--- src/rtl/frac_baud_pkg.sv ---
package frac_baud_pkg;

  typedef enum logic {
    PH_LEAD  = 1'b0,
    PH_TRAIL = 1'b1
  } half_e;

  // Raise a requested divisor to the supported floor.
  function automatic int unsigned eff_div(input int unsigned req, input int unsigned floor_v);
    return (req < floor_v) ? floor_v : req;
  endfunction

  // Integer half of the divisor.
  function automatic int unsigned half_of(input int unsigned n);
    return n >> 1;
  endfunction

  // Leading half period: integer half plus the modulation bit.
  function automatic int unsigned lead_len(input int unsigned n, input logic m);
    return (n >> 1) + (m ? 1 : 0);
  endfunction

  // Trailing half period: integer half plus the odd remainder.
  function automatic int unsigned trail_len(input int unsigned n);
    return (n >> 1) + (n & 1);
  endfunction

  function automatic logic maj3(input logic a, input logic b, input logic c);
    return (a & b) | (a & c) | (b & c);
  endfunction

endpackage

--- src/rtl/frac_baud_src_mux.sv ---
module frac_baud_src_mux #(
  parameter int SEL_W = 2
) (
  input  logic [SEL_W-1:0] sel,
  input  logic             ext_en,
  input  logic             aux_en,
  input  logic             sys_en,
  output logic             src_en
);

  localparam logic [SEL_W-1:0] SEL_EXT = SEL_W'(0);
  localparam logic [SEL_W-1:0] SEL_AUX = SEL_W'(1);

  always_comb begin
    if (sel == SEL_EXT)      src_en = ext_en;
    else if (sel == SEL_AUX) src_en = aux_en;
    else                     src_en = sys_en;
  end

endmodule

--- src/rtl/frac_baud_timer.sv ---
module frac_baud_timer
  import frac_baud_pkg::*;
#(
  parameter int DIV_W   = 16,
  parameter int MOD_W   = 8,
  parameter int MIN_DIV = 3
) (
  input  logic             clk,
  input  logic             rst_n,
  input  logic             src_en,
  input  logic             bit_start,
  input  logic [DIV_W-1:0] div_req,
  input  logic [MOD_W-1:0] mod_req,
  output logic             running,
  output logic             tick_adv,
  output logic             half_end,
  output logic             bit_end,
  output logic [DIV_W-1:0] div_act,
  output logic             bit_clk,
  output logic             bit_tick
);

  logic [DIV_W-1:0] cnt_q;
  logic [DIV_W-1:0] div_q;
  logic [MOD_W-1:0] pat_q;
  logic [MOD_W-1:0] pat_rot;
  logic [DIV_W-1:0] div_new;
  half_e            ph_q;
  logic             run_q;
  logic             bclk_q;
  logic             tick_q;
  logic             cnt_last;

  generate
    if (MOD_W > 1) begin : g_rot
      assign pat_rot = {pat_q[0], pat_q[MOD_W-1:1]};
    end else begin : g_norot
      assign pat_rot = pat_q;
    end
  endgenerate

  assign div_new  = DIV_W'(eff_div(32'(div_req), 32'(MIN_DIV)));
  assign tick_adv = run_q & src_en & ~bit_start;
  assign cnt_last = (cnt_q == DIV_W'(1));
  assign half_end = tick_adv & cnt_last & (ph_q == PH_LEAD);
  assign bit_end  = tick_adv & cnt_last & (ph_q == PH_TRAIL);

  always_ff @(posedge clk or negedge rst_n) begin
    if (!rst_n) begin
      run_q  <= 1'b0;
      ph_q   <= PH_LEAD;
      cnt_q  <= '0;
      div_q  <= DIV_W'(MIN_DIV);
      pat_q  <= '0;
      bclk_q <= 1'b0;
      tick_q <= 1'b0;
    end else if (bit_start) begin
      run_q  <= 1'b1;
      ph_q   <= PH_LEAD;
      div_q  <= div_new;
      pat_q  <= mod_req;
      cnt_q  <= DIV_W'(lead_len(32'(div_new), mod_req[0]));
      bclk_q <= 1'b0;
      tick_q <= 1'b0;
    end else begin
      tick_q <= bit_end;
      if (tick_adv) begin
        if (cnt_last) begin
          if (ph_q == PH_LEAD) begin
            ph_q   <= PH_TRAIL;
            cnt_q  <= DIV_W'(trail_len(32'(div_q)));
            bclk_q <= 1'b1;
          end else begin
            ph_q   <= PH_LEAD;
            pat_q  <= pat_rot;
            cnt_q  <= DIV_W'(lead_len(32'(div_q), pat_rot[0]));
            bclk_q <= 1'b0;
          end
        end else begin
          cnt_q <= cnt_q - DIV_W'(1);
        end
      end
    end
  end

  assign running  = run_q;
  assign div_act  = div_q;
  assign bit_clk  = bclk_q;
  assign bit_tick = tick_q;

endmodule

--- src/rtl/frac_baud_vote.sv ---
module frac_baud_vote
  import frac_baud_pkg::*;
#(
  parameter int DIV_W = 16
) (
  input  logic             clk,
  input  logic             rst_n,
  input  logic             bit_start,
  input  logic             tick_adv,
  input  logic             bit_end,
  input  logic [DIV_W-1:0] div_act,
  input  logic             rxd,
  output logic             samp_ev,
  output logic             rx_bit,
  output logic             rx_valid
);

  logic [DIV_W-1:0] tidx_q;
  logic [DIV_W-1:0] half;
  logic             samp_a;
  logic             samp_b;
  logic             samp_c;
  logic             s0_q;
  logic             s1_q;
  logic             bit_q;
  logic             vld_q;

  assign half   = DIV_W'(half_of(32'(div_act)));
  assign samp_a = tick_adv & (tidx_q == (half - DIV_W'(1)));
  assign samp_b = tick_adv & (tidx_q == half);
  assign samp_c = tick_adv & (tidx_q == (half + DIV_W'(1)));

  always_ff @(posedge clk or negedge rst_n) begin
    if (!rst_n) begin
      tidx_q <= '0;
    end else if (bit_start) begin
      tidx_q <= '0;
    end else if (tick_adv) begin
      tidx_q <= bit_end ? '0 : (tidx_q + DIV_W'(1));
    end
  end

  always_ff @(posedge clk or negedge rst_n) begin
    if (!rst_n) begin
      s0_q  <= 1'b1;
      s1_q  <= 1'b1;
      bit_q <= 1'b1;
      vld_q <= 1'b0;
    end else begin
      vld_q <= 1'b0;
      if (samp_a) s0_q <= rxd;
      if (samp_b) s1_q <= rxd;
      if (samp_c) begin
        bit_q <= maj3(s0_q, s1_q, rxd);
        vld_q <= 1'b1;
      end
    end
  end

  assign samp_ev  = samp_c;
  assign rx_bit   = bit_q;
  assign rx_valid = vld_q;

endmodule

--- src/rtl/frac_baud_gen.sv ---
module frac_baud_gen #(
  parameter int BYTE_W  = 8,
  parameter int MOD_W   = 8,
  parameter int SEL_W   = 2,
  parameter int MIN_DIV = 3
) (
  input  logic              clk,
  input  logic              rst_n,
  input  logic [SEL_W-1:0]  src_sel,
  input  logic              ext_en,
  input  logic              aux_en,
  input  logic              sys_en,
  input  logic [BYTE_W-1:0] div_lo,
  input  logic [BYTE_W-1:0] div_hi,
  input  logic [MOD_W-1:0]  mod_pat,
  input  logic              bit_start,
  input  logic              rxd,
  output logic              bit_clk,
  output logic              bit_tick,
  output logic              rx_bit,
  output logic              rx_valid
);

  localparam int DIV_W = 2 * BYTE_W;

  logic             src_en_w;
  logic             run_w;
  logic             adv_w;
  logic             half_end_w;
  logic             bit_end_w;
  logic             samp_w;
  logic [DIV_W-1:0] div_w;

  frac_baud_src_mux #(.SEL_W(SEL_W)) u_mux (
    .sel    (src_sel),
    .ext_en (ext_en),
    .aux_en (aux_en),
    .sys_en (sys_en),
    .src_en (src_en_w)
  );

  frac_baud_timer #(.DIV_W(DIV_W), .MOD_W(MOD_W), .MIN_DIV(MIN_DIV)) u_tmr (
    .clk       (clk),
    .rst_n     (rst_n),
    .src_en    (src_en_w),
    .bit_start (bit_start),
    .div_req   ({div_hi, div_lo}),
    .mod_req   (mod_pat),
    .running   (run_w),
    .tick_adv  (adv_w),
    .half_end  (half_end_w),
    .bit_end   (bit_end_w),
    .div_act   (div_w),
    .bit_clk   (bit_clk),
    .bit_tick  (bit_tick)
  );

  frac_baud_vote #(.DIV_W(DIV_W)) u_vote (
    .clk       (clk),
    .rst_n     (rst_n),
    .bit_start (bit_start),
    .tick_adv  (adv_w),
    .bit_end   (bit_end_w),
    .div_act   (div_w),
    .rxd       (rxd),
    .samp_ev   (samp_w),
    .rx_bit    (rx_bit),
    .rx_valid  (rx_valid)
  );

endmodule

--- config.mk ---
export PLATFORM = sky130hd
export DESIGN_NAME = frac_baud_gen
export DESIGN_NICKNAME = d
export VERILOG_FILES = /design/src/rtl/frac_baud_pkg.sv /design/src/rtl/frac_baud_src_mux.sv /design/src/rtl/frac_baud_timer.sv /design/src/rtl/frac_baud_vote.sv /design/src/rtl/frac_baud_gen.sv
export SDC_FILE = /design/constraint.sdc
export NUM_CORES = 1
export LEC_CHECK = 0
export ABC_AREA = 1
export BUFFER_PORTS_ARGS = -buffer_cell sky130_fd_sc_hd__buf_2
export CAP_MARGIN = 10
export CORE_AREA = 2 2 111 81
export CTS_CLUSTER_DIAMETER = 100
export CTS_CLUSTER_SIZE = 8
export DETAILED_ROUTE_END_ITERATION = 10
export DIE_AREA = 0 0 113 83
export GPL_TIMING_DRIVEN = 0
export PLACE_DENSITY = 0.79
export SETUP_SLACK_MARGIN = 0.5
export SLEW_MARGIN = 10
export SYNTH_ARGS = -nofsm -noshare
export SYNTH_HDL_FRONTEND = slang
export SYNTH_SLANG_ARGS = --single-unit
--- constraint.sdc ---
create_clock -name clk -period 4.6 [get_ports clk]
set_input_delay 0.23 -clock clk [delete_from_list [all_inputs] [get_ports clk]]
set_output_delay 0.23 -clock clk [all_outputs]
set_load 0.005 [all_outputs]
==> flow_summary_export.csv, run 1 <==
group,metric,value,unit
outcome,run_status,"finished with violations",
outcome,violations,"design-rule violations, negative hold slack",
synthesis,synth_area_leaders,"dfrtp_1, nand2_1, inv_1",
cts,cts_resized,0,
global_route,grt_pass1_vias,5120,
cts,root_buffer,"clkbuf_16",
power_and_ir_drop,power,1820,uW
timing,setup_viol,0,
setup_path,reg2reg_slack,2.18,ns
placed_design,pre_cts_ws,1.91,ns
cells_and_area,nets,853,
timing,fin_hold_ws,-0.0118,ns
min_path,hold_class,"input pin to async pin",
floorplan,ios,37,
routing,drc_errors,3,
power_and_ir_drop,power_density,319,mW/mm^2
routing,routed_wirelength,15400,um
setup_path,critPathRequiredTime,4.82,ns
timing,clock-skew-final,0.00353,ns
cts,cts_buffers,9,
routing,wire_per_inst,16.8,um
synthesis,yosysWarnings,0,
setup_path,critical_path_class,"input pin to flop",
cells_and_area,layout-drive-gt1-share,0.121,
placed_design,io_buffers,36,
power_and_ir_drop,vdd_ir_drop_max,0.242,mV
cells_and_area,num_antenna_cells,0,
routing,vias,5500,
cts,cts_hold_buf,0,
cts,clockBufferDepth,2,
timing,period_minus_slack,2.50,ns
timing,setup_slack,2.10,ns
cells_and_area,fillers,703,
synthesis,yosysUniqueCellTypes,39,
synthesis,syn_nets,806,
synthesis,synth_edf_count,0,
cts,clk_pin_slew,0.06,ns
timing,slew_headroom,0.444,
cts,clk_latency,0.34,ns
timing,drv_slew,0,
floorplan,core,0.00827,mm^2
timing,hold_violations,6,
timing,fmax,400,MHz
cells_and_area,syn2layout_area_growth,12.9,%
synthesis,yosys-top-cells-count,"nand2_1, inv_1, nor2_1",
setup_path,crit_path_end_kind,"flop",
cts,htree_levels,3,
global_route,grt_max_degree,64,
synthesis,synth_area_per_cell,6.61,um^2
synthesis,yosysTopAreaCell,"dfrtp_1",
timing,worstMarginPinSlew,0.835,ns
floorplan,row_count,28,
setup_path,worstPathMaxFanout,6,
floorplan,dieArea,0.00938,mm^2
timing,rsz0062_at_grt,"no",
synthesis,yosysTopAreaCellShare,0.287,
placed_design,place_congestion,1.00,
flow_run,maxCapViolations,0,
synthesis,ys_ff_latch,63,
setup_path,start_kind,"input pin",
placed_design,dp_hpwl,11600,um
synthesis,synthCells,764,
synthesis,syn_area,0.00505,mm^2
routing,ant_nets,0,
global_route,grt_pass1_wl,25000,um
synthesis,ys_seq_area_frac,0.314,
power_and_ir_drop,leakage,0.00275,uW
cts,clock_sinks,63,
floorplan,start_util,0.611,
timing,fin_crit_sh,0.543,
floorplan,die_w,113,um
synthesis,ys.flop_type,"dfrtp_1",
synthesis,async_reset_ff_frac,1.00,
routing,vias_per_cell,5.97,
global_route,grtUsageTotal,0.336,
setup_path,arrival,2.72,ns
routing,drtPass1Iterations,8,
global_route,gr-total-overflow,0,
synthesis,synth.most_common_cell,"nand2_1",
timing,tns,0,ns
floorplan,die_y,83,um
routing,drt_iter0_markers,579,
global_route,antenna_found_initial,0,
cts,post-cts-setup-buffers,0,
cts,cts_tree,"yes",
[power breakdown]
| group | total [uW] | switching (uW) | leakage, uW | internal (uW) |
|---|---|---|---|---|
| Combinational | 375 | 249 | 0.00181 | 126 |
| Sequential | 648 | 50.7 | 0.000783 | 598 |
| Clock | 798 | 267 | 0.000160 | 531 |
[metal layers]
layer  up-vias  part of all wire  global-route usage  wire length, um
li1       2552                 -                   -                -
met1      2539              0.44               0.495             6760
met2       377              0.41               0.478             6290
met3        32              0.14              0.0964             2120
met4         0             0.018              0.0953              277
met5         -                 0                   0                0
[critical path, cell delays in order]
cell and delay [ns]:
buf_2 0.14, nor4_1 0.56, nand3_1 0.23, nand2_1 0.13
ha_1 0.19, ha_1 0.17, nand2_1 0.07, nor2_1 0.20
nand3_1 0.14, inv_1 0.18, nand3_1 0.12, xnor2_1 0.15
o211ai_1 0.16, nand2_1 0.07
[per-stage QoR]
| stage | instance area (um^2) | utilization | hold slack [ns] | instances |
|---|---|---|---|---|
| 3_3_place_gp | 5360 | 0.648 | 0.442 | 905 |
| 3_5_place_dp | 5360 | 0.649 | 0.374 | 905 |
| 5_1_grt | 5700 | 0.690 | 0.0558 | 921 |
| 2_1_floorplan | 5050 | - | -0.0656 | 764 |
| 6_report | 5700 | 0.690 | -0.0118 | 921 |
| 4_1_cts | 5700 | 0.690 | 0.0279 | 921 |
[state kept, by name, summed over array words and instances (netlist names)]
| signal | count |
|---|---|
| u_tmr.cnt_q | 16 |
| u_tmr.div_act | 16 |
| u_vote.tidx_q | 16 |
| u_tmr.pat_q | 8 |
| u_tmr.bit_tick | 1 |
| u_tmr.ph_q | 1 |
| u_tmr.running | 1 |
| u_vote.rx_bit | 1 |
| u_vote.rx_valid | 1 |
| u_vote.s0_q | 1 |
| u_vote.s1_q | 1 |
[cell usage in the layout (no fill, tap or decap), types with 17 or more instances in the layout]
cell type / n
nand2_1: 212
inv_1: 91
nor2_1: 89
nand3_1: 62
dfrtp_1: 58
o21ai_0: 42
buf_2: 39
xor2_1: 36
a21oi_1: 17
nand4_1: 17
[worst paths after layout]
path                                            from                            to  cells after the start
max                                        div_hi[4]   u_tmr.cnt_q[14]$_DFFE_PN0P_                     14
min                                            rst_n   u_tmr.cnt_q[14]$_DFFE_PN0P_                      1
max reg2reg                   u_tmr.ph_q$_DFFE_PN0P_   u_tmr.cnt_q[14]$_DFFE_PN0P_                     13
min reg2reg                u_tmr.running$_DFFE_PN0P_     u_tmr.running$_DFFE_PN0P_                      2
max in group asynchronous                      rst_n  u_vote.tidx_q[7]$_DFFE_PN0P_                      1
min in group clk                          mod_pat[6]    u_tmr.pat_q[6]$_DFFE_PN0P_                      3
[layout make-up]
class / count / area, um^2 / share of cell area
repair buffers: 36 / 183 / 0.0320
flip-flops and latches: 63 / 1580 / 0.278
clock buffers: 11 / 233 / 0.0408
clock inverters: 5 / 106 / 0.0187
plain buffers: 21 / 110 / 0.0193
inverters: 98 / 368 / 0.0645
well taps: 105 / 131 / 0.0230
multi-input cells: 582 / 2990 / 0.524
[cells by family (layout without fill, tap and decap cells)]
kind of cell,after synthesis,in the layout,share of synthesized area
AOI/OAI and AO/OA,94,94,0.104
xor gates and xnor gates,51,51,0.0885
adders and majority gates,10,10,0.0243
buffers and inverters,119,171,0.0947
DFF,63,63,0.314
and+or+nand+nor,427,427,0.375
Note: power is estimated with default switching activity, not from simulation.
==> run 2: changes to the inputs <==
- clock period: 4.6 -> 2.3 ns (I/O delays scaled with it)
==> run 2 against run 1 <==
Compared with the run above:
- critical path type is now flop to flop
- setup slack lost 1.9 ns
- largest power group is now registers
- the flow finishes with violations (design-rule violations)
- clock skew increased by 0.0040 ns
- combinational power rose to 2.7 times the previous value
==> flow_summary_export.csv, run 2 (synthesis gave the netlist of run 1 again) <==
group,metric,value,unit
placed_design,dp_hpwl,12200,um
placed_design,place_congestion,1.06,
cts,cts_buffers,9,
setup_path,critical_path_class,"flop to flop",
cells_and_area,layout_common_cells,"nand2_1, inv_1, nor2_1",
floorplan,die_w,113,um
setup_path,reg2reg_depth,12,
routing,routed_wirelength,18800,um
power_and_ir_drop,seqPwrFrac,0.367,
setup_path,crit_path_end_kind,"flop",
global_route,grt_pass1_wl,27200,um
power_and_ir_drop,vdd_ir_drop_max,0.426,mV
power_and_ir_drop,swShare,0.362,
cts,clk_pin_slew,0.06,ns
floorplan,start_util,0.611,
cells_and_area,stdcell_area,0.00681,mm^2
routing,wire_per_inst,19.1,um
cells_and_area,postLayoutCoreUtil,0.824,
setup_path,reg2reg_slack,0.24,ns
cells_and_area,syn2layout_area_growth,34.9,%
routing,vias,6030,
setup_path,slowest_stage,"dfrtp_1",
floorplan,core,0.00827,mm^2
power_and_ir_drop,p_int,2290,uW
floorplan,row_count,28,
cts,clockBufferDepth,2,
routing,drtPass1Iterations,9,
timing,clock-skew-final,0.00758,ns
setup_path,crit_chain,"inv_2, o21ai_4, ha_4, ha_4, nand3_4, nor2_4, nand3_2, xor2_1, nand3_1, nand3_1, o211ai_1, nand2_1",
setup_path,start_kind,"flop",
setup_path,r2r-end,"u_tmr.cnt_q[14]$_DFFE_PN0P_",
power_and_ir_drop,leakage,0.00311,uW
setup_path,crit_cells,12,
power_and_ir_drop,power_density,527,mW/mm^2
outcome,run_status,"finished with violations",
setup_path,critPathRequiredTime,2.57,ns
min_path,hold_class,"input pin to flop",
routing,drt_iter0_markers,893,
timing,period_minus_slack,2.06,ns
cts,clk_latency,0.34,ns
setup_path,r2r_start,"u_tmr.ph_q$_DFFE_PN0P_",
timing,worstMarginPinSlew,0.835,ns
global_route,grt_pass1_vias,5414,
routing,vias_per_cell,6.14,
cells_and_area,num_antenna_cells,0,
cts,clock_sinks,63,
setup_path,path_buf_inv,1,
cts,cts_tree,"yes",
cells_and_area,seqCellArea,0.00159,mm^2
cells_and_area,layout-drive-gt1-share,0.315,
placed_design,dp.cells,905,
global_route,grtUsageTotal,0.369,
setup_path,crit_start,"u_tmr.ph_q$_DFFE_PN0P_",
floorplan,die_y,83,um
cells_and_area,final_common_cell,"nand2_1",
power_and_ir_drop,p_sw,1300,uW
flow_run,maxCapViolations,0,
cells_and_area,nets,915,
power_and_ir_drop,power.share.clock,0.350,
routing,drc_errors,1,
min_path,hp-start,"mod_pat[7]",
timing,hold_violations,0,
floorplan,ios,37,
cts,root_buffer,"clkbuf_16",
setup_path,worstPathMaxFanout,3,
cells_and_area,final_cells,982,
global_route,grt_max_degree,64,
setup_path,max_stage_delay,0.39,ns
min_path,hold_end,"u_tmr.pat_q[7]$_DFFE_PN0P_",
placed_design,io_buffers,36,
cts,htree_levels,3,
timing,fmax,485,MHz
timing,setup_viol,0,
power_and_ir_drop,p_comb_frac,0.282,
outcome,violations,"design-rule violations",
min_path,hold_path_depth,3,
power_and_ir_drop,power,3590,uW
timing,drv_slew,0,
floorplan,dieArea,0.00938,mm^2
placed_design,place_area,0.00541,mm^2
global_route,antenna_found_initial,0,
setup_path,crit_family,"simple AND/OR/NAND/NOR gates",
cells_and_area,multi_input_area,0.00360,mm^2
setup_path,arrival,2.34,ns
timing,slew_headroom,0.443,
routing,ant_nets,0,
cells_and_area,fillers,512,
global_route,gr-total-overflow,0,
timing,rsz0062_at_grt,"yes",
timing,fin_crit_sh,0.897,
-- run 2: layout make-up --
type | instances | share of cell area
clock buffers | 10 | 0.0336
flip-flops and latches | 63 | 0.234
well taps | 105 | 0.0193
plain buffers | 21 | 0.0180
inverters | 98 | 0.0566
clock inverters | 5 | 0.00533
repair buffers | 98 | 0.104
multi-input cells | 582 | 0.529
-- run 2: metal layers --
metal,GRT usage,part of all wire,vias to the layer above
met1,0.526,0.40,2804
met3,0.121,0.13,75
met5,0,0,-
li1,-,-,2680
met4,0.126,0.031,0
met2,0.525,0.44,471
-- run 2: metrics by stage --
step                      TNS (ns)  setup WS (ns)  hold slack (ns)
final                            0          0.236           0.0119
after global routing             0          0.192           0.0266
after CTS                        0          0.282          0.00856
after detailed placement     -1.56         -0.269            0.253
after global placement       -1.27         -0.244            0.336
after floorplan                  0          0.489           -0.181
-- run 2: worst reg2reg max path, delay by kind of cell, from the launching register on --
kind | cells | cell delay (ns)
compound gates | 2 | 0.36
xor+xnor | 1 | 0.17
fa+ha+maj | 2 | 0.37
buf+inv | 1 | 0.08
flops | 1 | 0.39
simple gates | 6 | 0.65
-- run 2: repair_timing --
action | in CTS | in global routing
setup endpoints to repair | 40 | 46
setup buffers | 25 | 33
endpoints found under the hold margin | 60 | 0
hold buffers | 3 | 0
cloned | 0 | 1
gates resized for setup | 81 | 99
pin swaps | 28 | 50
-- run 2: power groups by stage --
stage	Sequential, uW	Combinational, uW	Clock, uW
floorplan	1280	518	0
global placement	1310	722	0
detailed placement	1320	736	0
CTS	1300	831	1250
global route	1330	1090	1300
finish	1320	1010	1260
-- run 2: how the worst max path moves through the flow --
stage	slack, ns	endpoint
finish	0.24	u_tmr.cnt_q[14]$_DFFE_PN0P_
global route	0.19	u_vote.rx_bit$_DFFE_PN1P_
CTS	0.28	u_tmr.cnt_q[12]$_DFFE_PN0P_
detailed placement	-0.27	u_tmr.cnt_q[11]$_DFFE_PN0P_
global placement	-0.24	u_tmr.cnt_q[14]$_DFFE_PN0P_
floorplan	0.49	u_tmr.cnt_q[14]$_DFFE_PN0P_
